--- src/rtl/serial_rx_pkg.sv ---
// Package: shared constants and types for the serial byte receiver.
// Assumes: the byte width is at least 2 bits.
package serial_rx_pkg;

    // Index of each line inside the synchronized pin vector
    localparam int unsigned PIN_SCK  = 0;
    localparam int unsigned PIN_SDA  = 1;
    localparam int unsigned PIN_DC   = 2;
    localparam int unsigned PIN_CSN  = 3;
    localparam int unsigned PIN_CNT  = 4;

    // Destination of a completed byte
    typedef enum logic {
        DEST_CMD = 1'b0,
        DEST_RAM = 1'b1
    } dest_e;

endpackage

--- src/rtl/srx_sync.sv ---
// Module: srx_sync
// Purpose: multi-stage synchronizer for a vector of independent
// asynchronous single-bit lines.
// Assumes: each bit is treated on its own, with no coherence between bits;
// on reset every stage loads RST_VAL.
module srx_sync #(
    parameter int unsigned WIDTH  = 4,
    parameter int unsigned STAGES = 2,
    parameter logic [WIDTH-1:0] RST_VAL = '0
) (
    input  logic             clk,
    input  logic             rst_n,
    input  logic [WIDTH-1:0] async_i,
    output logic [WIDTH-1:0] sync_o
);

    logic [STAGES-1:0][WIDTH-1:0] stage_q;

    // First stage captures the raw pins
    always_ff @(posedge clk) begin
        if (!rst_n) stage_q[0] <= RST_VAL;
        else        stage_q[0] <= async_i;
    end

    // Remaining stages form a chain of plain flops
    for (genvar s = 1; s < STAGES; s++) begin : g_stage
        always_ff @(posedge clk) begin
            if (!rst_n) stage_q[s] <= RST_VAL;
            else        stage_q[s] <= stage_q[s-1];
        end
    end

    assign sync_o = stage_q[STAGES-1];

endmodule

--- src/rtl/srx_edge.sv ---
// Module: srx_edge
// Purpose: finds rising edges of the synchronized serial clock and lets
// them through only while the select is active.
// Assumes: inputs are already synchronous to clk.
module srx_edge (
    input  logic clk,
    input  logic rst_n,
    input  logic sck_s,
    input  logic csn_s,
    output logic rise_o
);

    logic sck_q;

    // Remember the previous serial clock level
    always_ff @(posedge clk) begin
        if (!rst_n) sck_q <= 1'b0;
        else        sck_q <= sck_s;
    end

    // Qualified rising edge
    always_comb begin
        rise_o = sck_s && !sck_q && !csn_s;
    end

    // edges never arrive in two cycles in a row
    a_r4_rise_spaced: assert property (@(posedge clk) disable iff (!rst_n)
        rise_o |=> !rise_o);

endmodule

--- src/rtl/srx_shifter.sv ---
// Module: srx_shifter
// Purpose: bit counter and shift register; flags the edge that completes
// a byte and presents the byte including that final bit.
// Assumes: rise_i is a single-cycle pulse already gated by the select.
module srx_shifter #(
    parameter int unsigned BYTE_W = 8
) (
    input  logic              clk,
    input  logic              rst_n,
    input  logic              rise_i,
    input  logic              sda_s,
    input  logic              csn_s,
    output logic              done_o,
    output logic [BYTE_W-1:0] byte_o
);

    localparam int unsigned CNT_W = $clog2(BYTE_W);
    localparam logic [CNT_W-1:0] LAST = CNT_W'(BYTE_W - 1);

    logic [CNT_W-1:0]  cnt_q;
    logic [BYTE_W-1:0] shift_q;

    // Count bits; clear on deselect; wrap after the last bit
    always_ff @(posedge clk) begin
        if (!rst_n || csn_s)  cnt_q <= '0;
        else if (rise_i)      cnt_q <= (cnt_q == LAST) ? '0 : cnt_q + 1'b1;
    end

    // Shift the data bit in at the low end; drop partial bytes on deselect
    always_ff @(posedge clk) begin
        if (!rst_n || csn_s) shift_q <= '0;
        else if (rise_i)     shift_q <= {shift_q[BYTE_W-2:0], sda_s};
    end

    // Completion flag and the full byte seen at the final edge
    always_comb begin
        done_o = rise_i && (cnt_q == LAST);
        byte_o = {shift_q[BYTE_W-2:0], sda_s};
    end

    // a deselect leaves the counter at zero
    a_r5_cs_clears: assert property (@(posedge clk) disable iff (!rst_n)
        csn_s |=> (cnt_q == '0));

    // the counter wraps after the last bit
    a_r6_count_wrap: assert property (@(posedge clk) disable iff (!rst_n)
        (rise_i && !csn_s && cnt_q == LAST) |=> (cnt_q == '0));

    // without an edge the counter holds, unless deselected
    a_r7_count_hold: assert property (@(posedge clk) disable iff (!rst_n)
        (!rise_i && !csn_s) |=> $stable(cnt_q));

endmodule

--- src/rtl/srx_router.sv ---
// Module: srx_router
// Purpose: registers the finished byte and raises the strobe of the
// destination chosen by the data/command level seen at the final edge.
// Assumes: done_i is a single-cycle pulse.
module srx_router
    import serial_rx_pkg::*;
#(
    parameter int unsigned BYTE_W = 8
) (
    input  logic              clk,
    input  logic              rst_n,
    input  logic              done_i,
    input  logic [BYTE_W-1:0] byte_i,
    input  logic              dc_s,
    output logic [BYTE_W-1:0] data_o,
    output logic              ram_we_o,
    output logic              cmd_we_o
);

    dest_e dest;

    // Decode the sampled select level into a destination
    always_comb begin
        dest = dc_s ? DEST_RAM : DEST_CMD;
    end

    // Capture the byte at completion only
    always_ff @(posedge clk) begin
        if (!rst_n)      data_o <= '0;
        else if (done_i) data_o <= byte_i;
    end

    // One-cycle strobes to the chosen port
    always_ff @(posedge clk) begin
        if (!rst_n) begin
            ram_we_o <= 1'b0;
            cmd_we_o <= 1'b0;
        end else begin
            ram_we_o <= done_i && (dest == DEST_RAM);
            cmd_we_o <= done_i && (dest == DEST_CMD);
        end
    end

    // never both strobes
    a_r4_exclusive: assert property (@(posedge clk) disable iff (!rst_n)
        !(ram_we_o && cmd_we_o));

    // each strobe lasts one cycle
    a_r4_ram_pulse: assert property (@(posedge clk) disable iff (!rst_n)
        ram_we_o |=> !ram_we_o);
    a_r4_cmd_pulse: assert property (@(posedge clk) disable iff (!rst_n)
        cmd_we_o |=> !cmd_we_o);

    // a RAM strobe follows a completion seen with the select high
    a_r3_ram_dest: assert property (@(posedge clk) disable iff (!rst_n)
        (done_i && dc_s) |=> ram_we_o);

    // the byte output moves only together with a strobe
    a_r8_data_hold: assert property (@(posedge clk) disable iff (!rst_n)
        (data_o != $past(data_o)) |-> (ram_we_o || cmd_we_o));

endmodule

--- src/rtl/serial_byte_rx.sv ---
// Module: serial_byte_rx (top)
// Purpose: write-only serial host receiver. It synchronizes the four host
// lines, assembles bytes most significant bit first, and strobes the RAM
// port or the command port once for each completed byte.
// Assumes: each serial clock phase lasts longer than SYNC_STAGES+1 system
// clocks, and data and select are stable around each rising serial edge.
module serial_byte_rx
    import serial_rx_pkg::*;
#(
    parameter int unsigned BYTE_W      = 8,
    parameter int unsigned SYNC_STAGES = 2
) (
    input  logic              clk,
    input  logic              rst_n,
    input  logic              sck_i,
    input  logic              sda_i,
    input  logic              dc_i,
    input  logic              cs_n_i,
    output logic [BYTE_W-1:0] wr_data_o,
    output logic              ram_we_o,
    output logic              cmd_we_o
);

    localparam logic [PIN_CNT-1:0] PIN_RST = PIN_CNT'(1) << PIN_CSN;

    logic [PIN_CNT-1:0] pins_raw;
    logic [PIN_CNT-1:0] pins_s;
    logic               rise;
    logic               done;
    logic [BYTE_W-1:0]  byte_w;

    // Gather the raw pins into one vector
    always_comb begin
        pins_raw          = '0;
        pins_raw[PIN_SCK] = sck_i;
        pins_raw[PIN_SDA] = sda_i;
        pins_raw[PIN_DC]  = dc_i;
        pins_raw[PIN_CSN] = cs_n_i;
    end

    srx_sync #(
        .WIDTH   (PIN_CNT),
        .STAGES  (SYNC_STAGES),
        .RST_VAL (PIN_RST)
    ) u_sync (
        .clk     (clk),
        .rst_n   (rst_n),
        .async_i (pins_raw),
        .sync_o  (pins_s)
    );

    srx_edge u_edge (
        .clk    (clk),
        .rst_n  (rst_n),
        .sck_s  (pins_s[PIN_SCK]),
        .csn_s  (pins_s[PIN_CSN]),
        .rise_o (rise)
    );

    srx_shifter #(
        .BYTE_W (BYTE_W)
    ) u_shift (
        .clk    (clk),
        .rst_n  (rst_n),
        .rise_i (rise),
        .sda_s  (pins_s[PIN_SDA]),
        .csn_s  (pins_s[PIN_CSN]),
        .done_o (done),
        .byte_o (byte_w)
    );

    srx_router #(
        .BYTE_W (BYTE_W)
    ) u_route (
        .clk      (clk),
        .rst_n    (rst_n),
        .done_i   (done),
        .byte_i   (byte_w),
        .dc_s     (pins_s[PIN_DC]),
        .data_o   (wr_data_o),
        .ram_we_o (ram_we_o),
        .cmd_we_o (cmd_we_o)
    );

    // outputs are at rest in the cycle after reset
    a_r1_reset_idle: assert property (@(posedge clk)
        !rst_n |=> (!ram_we_o && !cmd_we_o && wr_data_o == '0));

endmodule

--- config.mk ---
export PLATFORM = sky130hd
export DESIGN_NAME = serial_byte_rx
export DESIGN_NICKNAME = d
export VERILOG_FILES = /design/src/rtl/serial_rx_pkg.sv /design/src/rtl/srx_sync.sv /design/src/rtl/srx_edge.sv /design/src/rtl/srx_shifter.sv /design/src/rtl/srx_router.sv /design/src/rtl/serial_byte_rx.sv
export SDC_FILE = /design/constraint.sdc
export NUM_CORES = 1
export LEC_CHECK = 0
export CAP_MARGIN = 20
export CORE_MARGIN = 1.5
export CORE_UTILIZATION = 50
export DETAILED_ROUTE_END_ITERATION = 12
export PLACE_DENSITY = 0.71
export SETUP_SLACK_MARGIN = 0.02
export SYNTH_ARGS = -nofsm -noshare
export SYNTH_HDL_FRONTEND = slang
export SYNTH_SLANG_ARGS = --single-unit
--- constraint.sdc ---
create_clock -name clk -period 3.8 [get_ports clk]
set_input_delay 1.14 -clock clk [delete_from_list [all_inputs] [get_ports clk]]
set_output_delay 1.14 -clock clk [all_outputs]
set_load 0.05 [all_outputs]
==> flow_metrics.tcl, run 1 <==
set metrics [dict create \
    status "finished clean" \
    final_nets 132 \
    synth_fp_nets 117 \
    max-cap-violations 0 \
    design_area_um2 1270 \
    worst_hold_startpoint "u_sync.stage_q[3]" \
    grt_first_pass_wirelength_mm 3.06 \
    wl_per_cell_um 11.6 \
    hold_path_depth 1 \
    yosys_warnings 0 \
    gp_congestion 0.712 \
    clock_skew_ns 0.00644 \
    crit_required_ns 2.66 \
    root_buffer "clkbuf_4" \
    hold_viol 0 \
    drt-met1-wl_um 782 \
    cellPowerDensity_nw_per_um2 459 \
    post_cts_buffers 0 \
    totalWireLength_mm 1.76 \
    synth_top_area_share 0.548 \
    post-route-period-util 0.688 \
    ys_ff_latch 29 \
    antenna_cells 0 \
    grt_pass1_vias 714 \
    hpwl_mm 1.21 \
    worstSetupPathType "reg -> out" \
    firstDrtPassIters 4 \
    ant_nets 0 \
    ys.flop_type "dfxtp_1" \
    synth-async-reset-ratio 0 \
    met3_length_um 88 \
    clk_latency_ns 0.32 \
    crit_path_end_kind "output port" \
    post_dp_cell_area_um2 1190 \
    grt_overflow_total 0 \
    path_buf_inv 1 \
    fin_crit_ns 2.61 \
    timing.rr.end "u_route.data_o[4]" \
    worst_setup_path_start_kind "register" \
    drive_gt1_frac 0.152 \
    cts.htree.levels 2 \
    grt_max_degree 19 \
    routed.top_layer "met4" \
    worst_r2r_path_depth 5 \
    area_growth_pct 20.3 \
    synth_top_area_cell "dfxtp_1" \
    reg2reg_slack_ns 1.96 \
    critPathArrivalTime_ns 1.47 \
    synthTopCellsByArea "dfxtp_1, nand2_1, o21ai_2" \
    cts.reportedPaths.clkPinSlew_ns 0.09 \
    vias_per_cell 4.91 \
    synth.most_common_cell "dfxtp_1" \
    cts_tree "built" \
    ctsResizeCount 0 \
    fmax_mhz 383 \
    drc 0 \
    hold_buffers 0 \
    die_area_um2 2400 \
    rsz0062_at_grt "no" \
    numPortBuffers 15 \
    peakVddDrop_uv 305 \
    seq_area_frac_synth 0.548 \
    die_w_um 49.0 \
    slowest_delay_ns 0.81 \
    fin_setup_tns_ns 0 \
    holdCritPathClass "reg -> reg" \
    cp_cell_sequence "clkdlybuf4s50_1" \
    min_to "u_sync.sync_o[3]" \
    drv_slew 0 \
    setup_violations 0 \
    met2RoutedLength_um 857 \
    synth_edf_count 0 \
    crit_path_start "u_route.data_o[7]" \
    worst_pin_slew_ns 0.827 \
    num_rows 16 \
    io-pin-count 16 \
    fp.dieH_um 49.0 \
    synthDistinctLibCells 22 \
    vias 747 \
    core_area_um2 1980 \
    cp_top_family "buffers and inverters" \
    r2r_start "u_shift.cnt_q[0]" \
    max_slew_margin 0.448 \
    clockBufferDepth 2 \
    synthCells 109 \
    syn_area_um2 1060 \
    synth_common_cells "dfxtp_1, nand2_1, a21oi_1, o21ai_2" \
    grt_usage 0.177 \
    grt_antenna_before_repair 0 \
    drtIter0Drc 9 \
    leakage_nw 0.468 \
    clock-sinks 29 \
    syn_avg_cell_area_um2 9.71 \
    cts_buffers 5 \
    path_max_fanout 2 \
    crit_slowest_cell "clkdlybuf4s50_1" \
    initial_core_util 0.534 \
]
flip-flops by register name, indices dropped and copies added, names as in the netlist:
signal / flops
u_sync.sync_o: 4
u_edge.sck_q: 1
u_route.cmd_we_o: 1
u_shift.cnt_q: 3
u_route.ram_we_o: 1
u_sync.stage_q: 4
u_shift.shift_q: 7
u_route.data_o: 8
worst max-delay path by stage:
| stage | endpoint | cells past startpoint | slack [ns] |
|---|---|---|---|
| 2_1_floorplan | u_shift.cnt_q[0] | 4 | 1.99 |
| 3_3_place_gp | u_shift.cnt_q[1] | 4 | 1.25 |
| 3_5_place_dp | u_shift.shift_q[0] | 4 | 1.19 |
| 4_1_cts | wr_data_o[7] | 1 | 1.17 |
| 5_1_grt | wr_data_o[6] | 1 | 1.13 |
| 6_report | wr_data_o[7] | 1 | 1.19 |
layout by cell type, fill, tap and decap left out, drive strengths merged:
master / instances
nand2b: 4
mux2i: 1
nor2: 3
o21ai: 8
and3: 1
clkdlybuf4s50: 15
nand3b: 1
and2b: 1
nand2: 26
nand3: 8
a21oi: 9
clkbuf: 7
dfxtp: 29
buf: 1
ha: 2
and2: 7
bufinv: 1
and4bb: 1
routing by layer:
| metal | vias up | global-route usage |
|---|---|---|
| met2 | 14 | 0.274 |
| met3 | 4 | 0.101 |
| met4 | 0 | 0.0857 |
| li1 | 390 | - |
| met5 | - | 0 |
| met1 | 339 | 0.193 |
area by class of cell:
| type | instances | area [µm²] |
|---|---|---|
| Tap cell | 27 | 33.8 |
| Multi-Input combinational cell | 72 | 417 |
| Fill cell | 163 | 708 |
| Clock buffer | 7 | 55.1 |
| Timing Repair Buffer | 16 | 158 |
| Sequential cell | 29 | 581 |
| Clock inverter | 1 | 30.0 |
power by group:
part / total, W / switching [W] / leakage [nW] / internal, W
Combinational: 0.0000171 / 0.00000868 / 0.187 / 0.00000842
Sequential: 0.000309 / 0.00000157 / 0.235 / 0.000308
Clock: 0.000259 / 0.000102 / 0.0455 / 0.000157
through the flow:
step	hold WS (ns)	power, W	utilization	std cells	worst slack (ns)
after detailed placement	0.392	0.000334	0.600	144	1.19
after global placement	0.389	0.000333	0.600	144	1.25
after CTS	0.415	0.000594	0.643	152	1.17
after global routing	0.427	0.000609	0.643	152	1.13
final	0.411	0.000585	0.643	152	1.19
after floorplan	0.386	0.000327	-	109	1.99
kinds of logic after synthesis:
group,Yosys count,synth area share
buffers and inverters,8,0.0579
multiplexers,1,0.00946
adder cells (fa/ha/maj),2,0.0236
flip-flops,29,0.548
AND/OR/NAND/NOR,52,0.252
AO/OA/AOI/OAI,17,0.109
No activity file was read; power rests on OpenSTA's default activity.
==> run 2: changes to the inputs <==
--- a/config.mk
+++ b/config.mk
@@ -6,10 +6,11 @@
 export NUM_CORES = 1
 export LEC_CHECK = 0
 export CAP_MARGIN = 20
+export CORE_ASPECT_RATIO = 1.75
 export CORE_MARGIN = 1.5
-export CORE_UTILIZATION = 50
+export CORE_UTILIZATION = 46
 export DETAILED_ROUTE_END_ITERATION = 12
-export PLACE_DENSITY = 0.71
+export PLACE_DENSITY = 0.68
 export SETUP_SLACK_MARGIN = 0.02
 export SYNTH_ARGS = -nofsm -noshare
 export SYNTH_HDL_FRONTEND = slang
==> constraint.sdc (replaced) <==
create_clock -name clk -period 2.2 [get_ports clk]
set_input_delay 0.66 -clock clk [delete_from_list [all_inputs] [get_ports clk]]
set_output_delay 0.66 -clock clk [all_outputs]
set_load 0.05 [all_outputs]
==> run 2 against run 1 <==
Critical path depth unchanged. Non-clock buffer count up 2. Sequential share of layout area up 0.50 points. Clock-buffer cell count unchanged. Die area up 8.6%. Global-route usage down 0.15 points. Sequential power up 73%. Utilization down 5.6 points. Cell area down 1.1%. Critical endpoint is now wr_data_o[5]. Largest power group unchanged. Highest routed layer unchanged.
==> flow_metrics.tcl, run 2 (synthesis gave the netlist of run 1 again) <==
set metrics [dict create \
    status "finished clean" \
    rsz0062_at_grt "no" \
    clockPowerShare 0.358 \
    p_sw_frac 0.208 \
    slowest_delay_ns 0.80 \
    fin_crit_ns 2.12 \
    drtIter0Drc 13 \
    cts_tree "built" \
    drc 0 \
    num_rows 22 \
    grt_antenna_before_repair 0 \
    initial_core_util 0.493 \
    largest_register_ffs 8 \
    worst_setup_path_start_kind "register" \
    largestRegisters "u_route.data_o (8), u_shift.shift_q (7)" \
    power_frac_seq 0.607 \
    crit_slowest_cell "clkdlybuf4s50_1" \
    power_w 0.000881 \
    clk_latency_ns 0.32 \
    die_area_um2 2610 \
    final_common_cell "dfxtp_1" \
    vias 751 \
    grt_pass1_vias 717 \
    final_cell_mix "dfxtp_1, nand2_1, clkdlybuf4s50_1" \
    fillCellCount 197 \
    hold_ws_ns 0.414 \
    critPathArrivalTime_ns 1.46 \
    fin_setup_tns_ns 0 \
    design_area_um2 1260 \
    max-cap-violations 0 \
    wl_per_cell_um 11.6 \
    gp_congestion 0.723 \
    peakVddDrop_uv 514 \
    root_buffer "clkbuf_4" \
    cp_cell_sequence "clkdlybuf4s50_1" \
    die_w_um 39.3 \
    grt_overflow_total 0 \
    drv_slew 0 \
    post_dp_cell_area_um2 1200 \
    max_slew_margin 0.665 \
    antenna_cells 0 \
    clock_skew_ns 0.00810 \
    hpwl_mm 1.22 \
    worst_pin_slew_ns 0.501 \
    hold_viol 0 \
    post-route-period-util 0.962 \
    fmax_mhz 472 \
    cts.htree.levels 2 \
    path_buf_inv 1 \
    fp.dieH_um 66.5 \
    comb_power_share 0.035 \
    ant_nets 0 \
    vias_per_cell 5.01 \
    final_nets 134 \
    clockBufferDepth 2 \
    cellPowerDensity_nw_per_um2 699 \
    worstSetupPathType "reg -> out" \
    grt_first_pass_wirelength_mm 2.98 \
    setup_violations 0 \
    core_area_um2 2150 \
    p_int_w 0.000698 \
    path_max_fanout 2 \
    largest-register "u_route.data_o" \
    post_cts_buffers 0 \
    area_growth_pct 19.0 \
    cts_buffers 5 \
    leakage_nw 0.502 \
    cts.reportedPaths.clkPinSlew_ns 0.09 \
    drive_gt1_frac 0.159 \
    cp_top_family "buffers and inverters" \
    grt_usage 0.175 \
    io-pin-count 16 \
    crit_required_ns 1.54 \
    holdCritPathClass "reg -> reg" \
    p_sw_w 0.000183 \
    layout_setup_ws_ns 0.0834 \
    numPortBuffers 15 \
    place_ws_ns 0.335 \
    grt_max_degree 19 \
    firstDrtPassIters 5 \
    clock-sinks 29 \
    crit_path_end_kind "output port" \
    totalWireLength_mm 1.74 \
]
-- run 2: worst register-to-register path: stages (launching register included) --
cell,delay [ns]
dfxtp_1,0.33
ha_1,0.20
ha_1,0.21
and4bb_1,0.21
buf_4,0.21
and3_1,0.20
-- run 2: what timing repair did --
item | 4_1_cts | 5_1_grt
hold buffers | 0 | 0
gates resized for setup | 0 | 2
endpoints found under the setup margin | 0 | 2
-- run 2: final cells by class --
| type | instances | area, µm² | area share |
|---|---|---|---|
| flip-flops and latches | 29 | 581 | 0.461 |
| well taps | 24 | 30.0 | 0.0238 |
| repair buffers | 18 | 178 | 0.141 |
| multi-input cells | 72 | 417 | 0.331 |
| clock buffers | 7 | 55.1 | 0.0437 |
-- run 2: worst paths after layout --
| path | from | depth (start not counted) | slack [ns] | to |
|---|---|---|---|---|
| max | u_route.data_o[5] | 1 | 0.08 | wr_data_o[5] |
| max reg2reg | u_shift.cnt_q[0] | 5 | 0.72 | u_route.ram_we_o |
| min | u_sync.sync_o[2] | 1 | 0.41 | u_route.cmd_we_o |
| min reg2reg | u_sync.sync_o[2] | 1 | 0.41 | u_route.cmd_we_o |
-- run 2: per-layer routing --
layer,track usage,share of wire,up-vias
met5,0,0,-
met4,0.125,0.030,0
met3,0.100,0.051,6
met2,0.260,0.51,16
met1,0.174,0.41,342
li1,-,-,387
-- run 2: through the flow --
stage	std cells	utilization
after floorplan	109	-
after global placement	143	0.559
after detailed placement	143	0.559
after CTS	150	0.584
after global routing	150	0.587
final	150	0.587
-- run 2: power by group through the flow --
stage	clock (W)	combinational, W	sequential [W]
finish	0.000315	0.0000307	0.000535
global route	0.000361	0.0000338	0.000536
CTS	0.000333	0.0000311	0.000535
detailed placement	0	0.0000311	0.000547
global placement	0	0.0000301	0.000547
floorplan	0	0.0000196	0.000546
==> run 3: changes to the inputs <==
--- a/config.mk
+++ b/config.mk
@@ -5,7 +5,7 @@
 export SDC_FILE = /design/constraint.sdc
 export NUM_CORES = 1
 export LEC_CHECK = 0
-export CAP_MARGIN = 20
+export CAP_MARGIN = 10
 export CORE_ASPECT_RATIO = 1.75
 export CORE_MARGIN = 1.5
 export CORE_UTILIZATION = 46
==> results of run 3 <==
No change in the layout: final DEF, timing and power equal those of run 2.
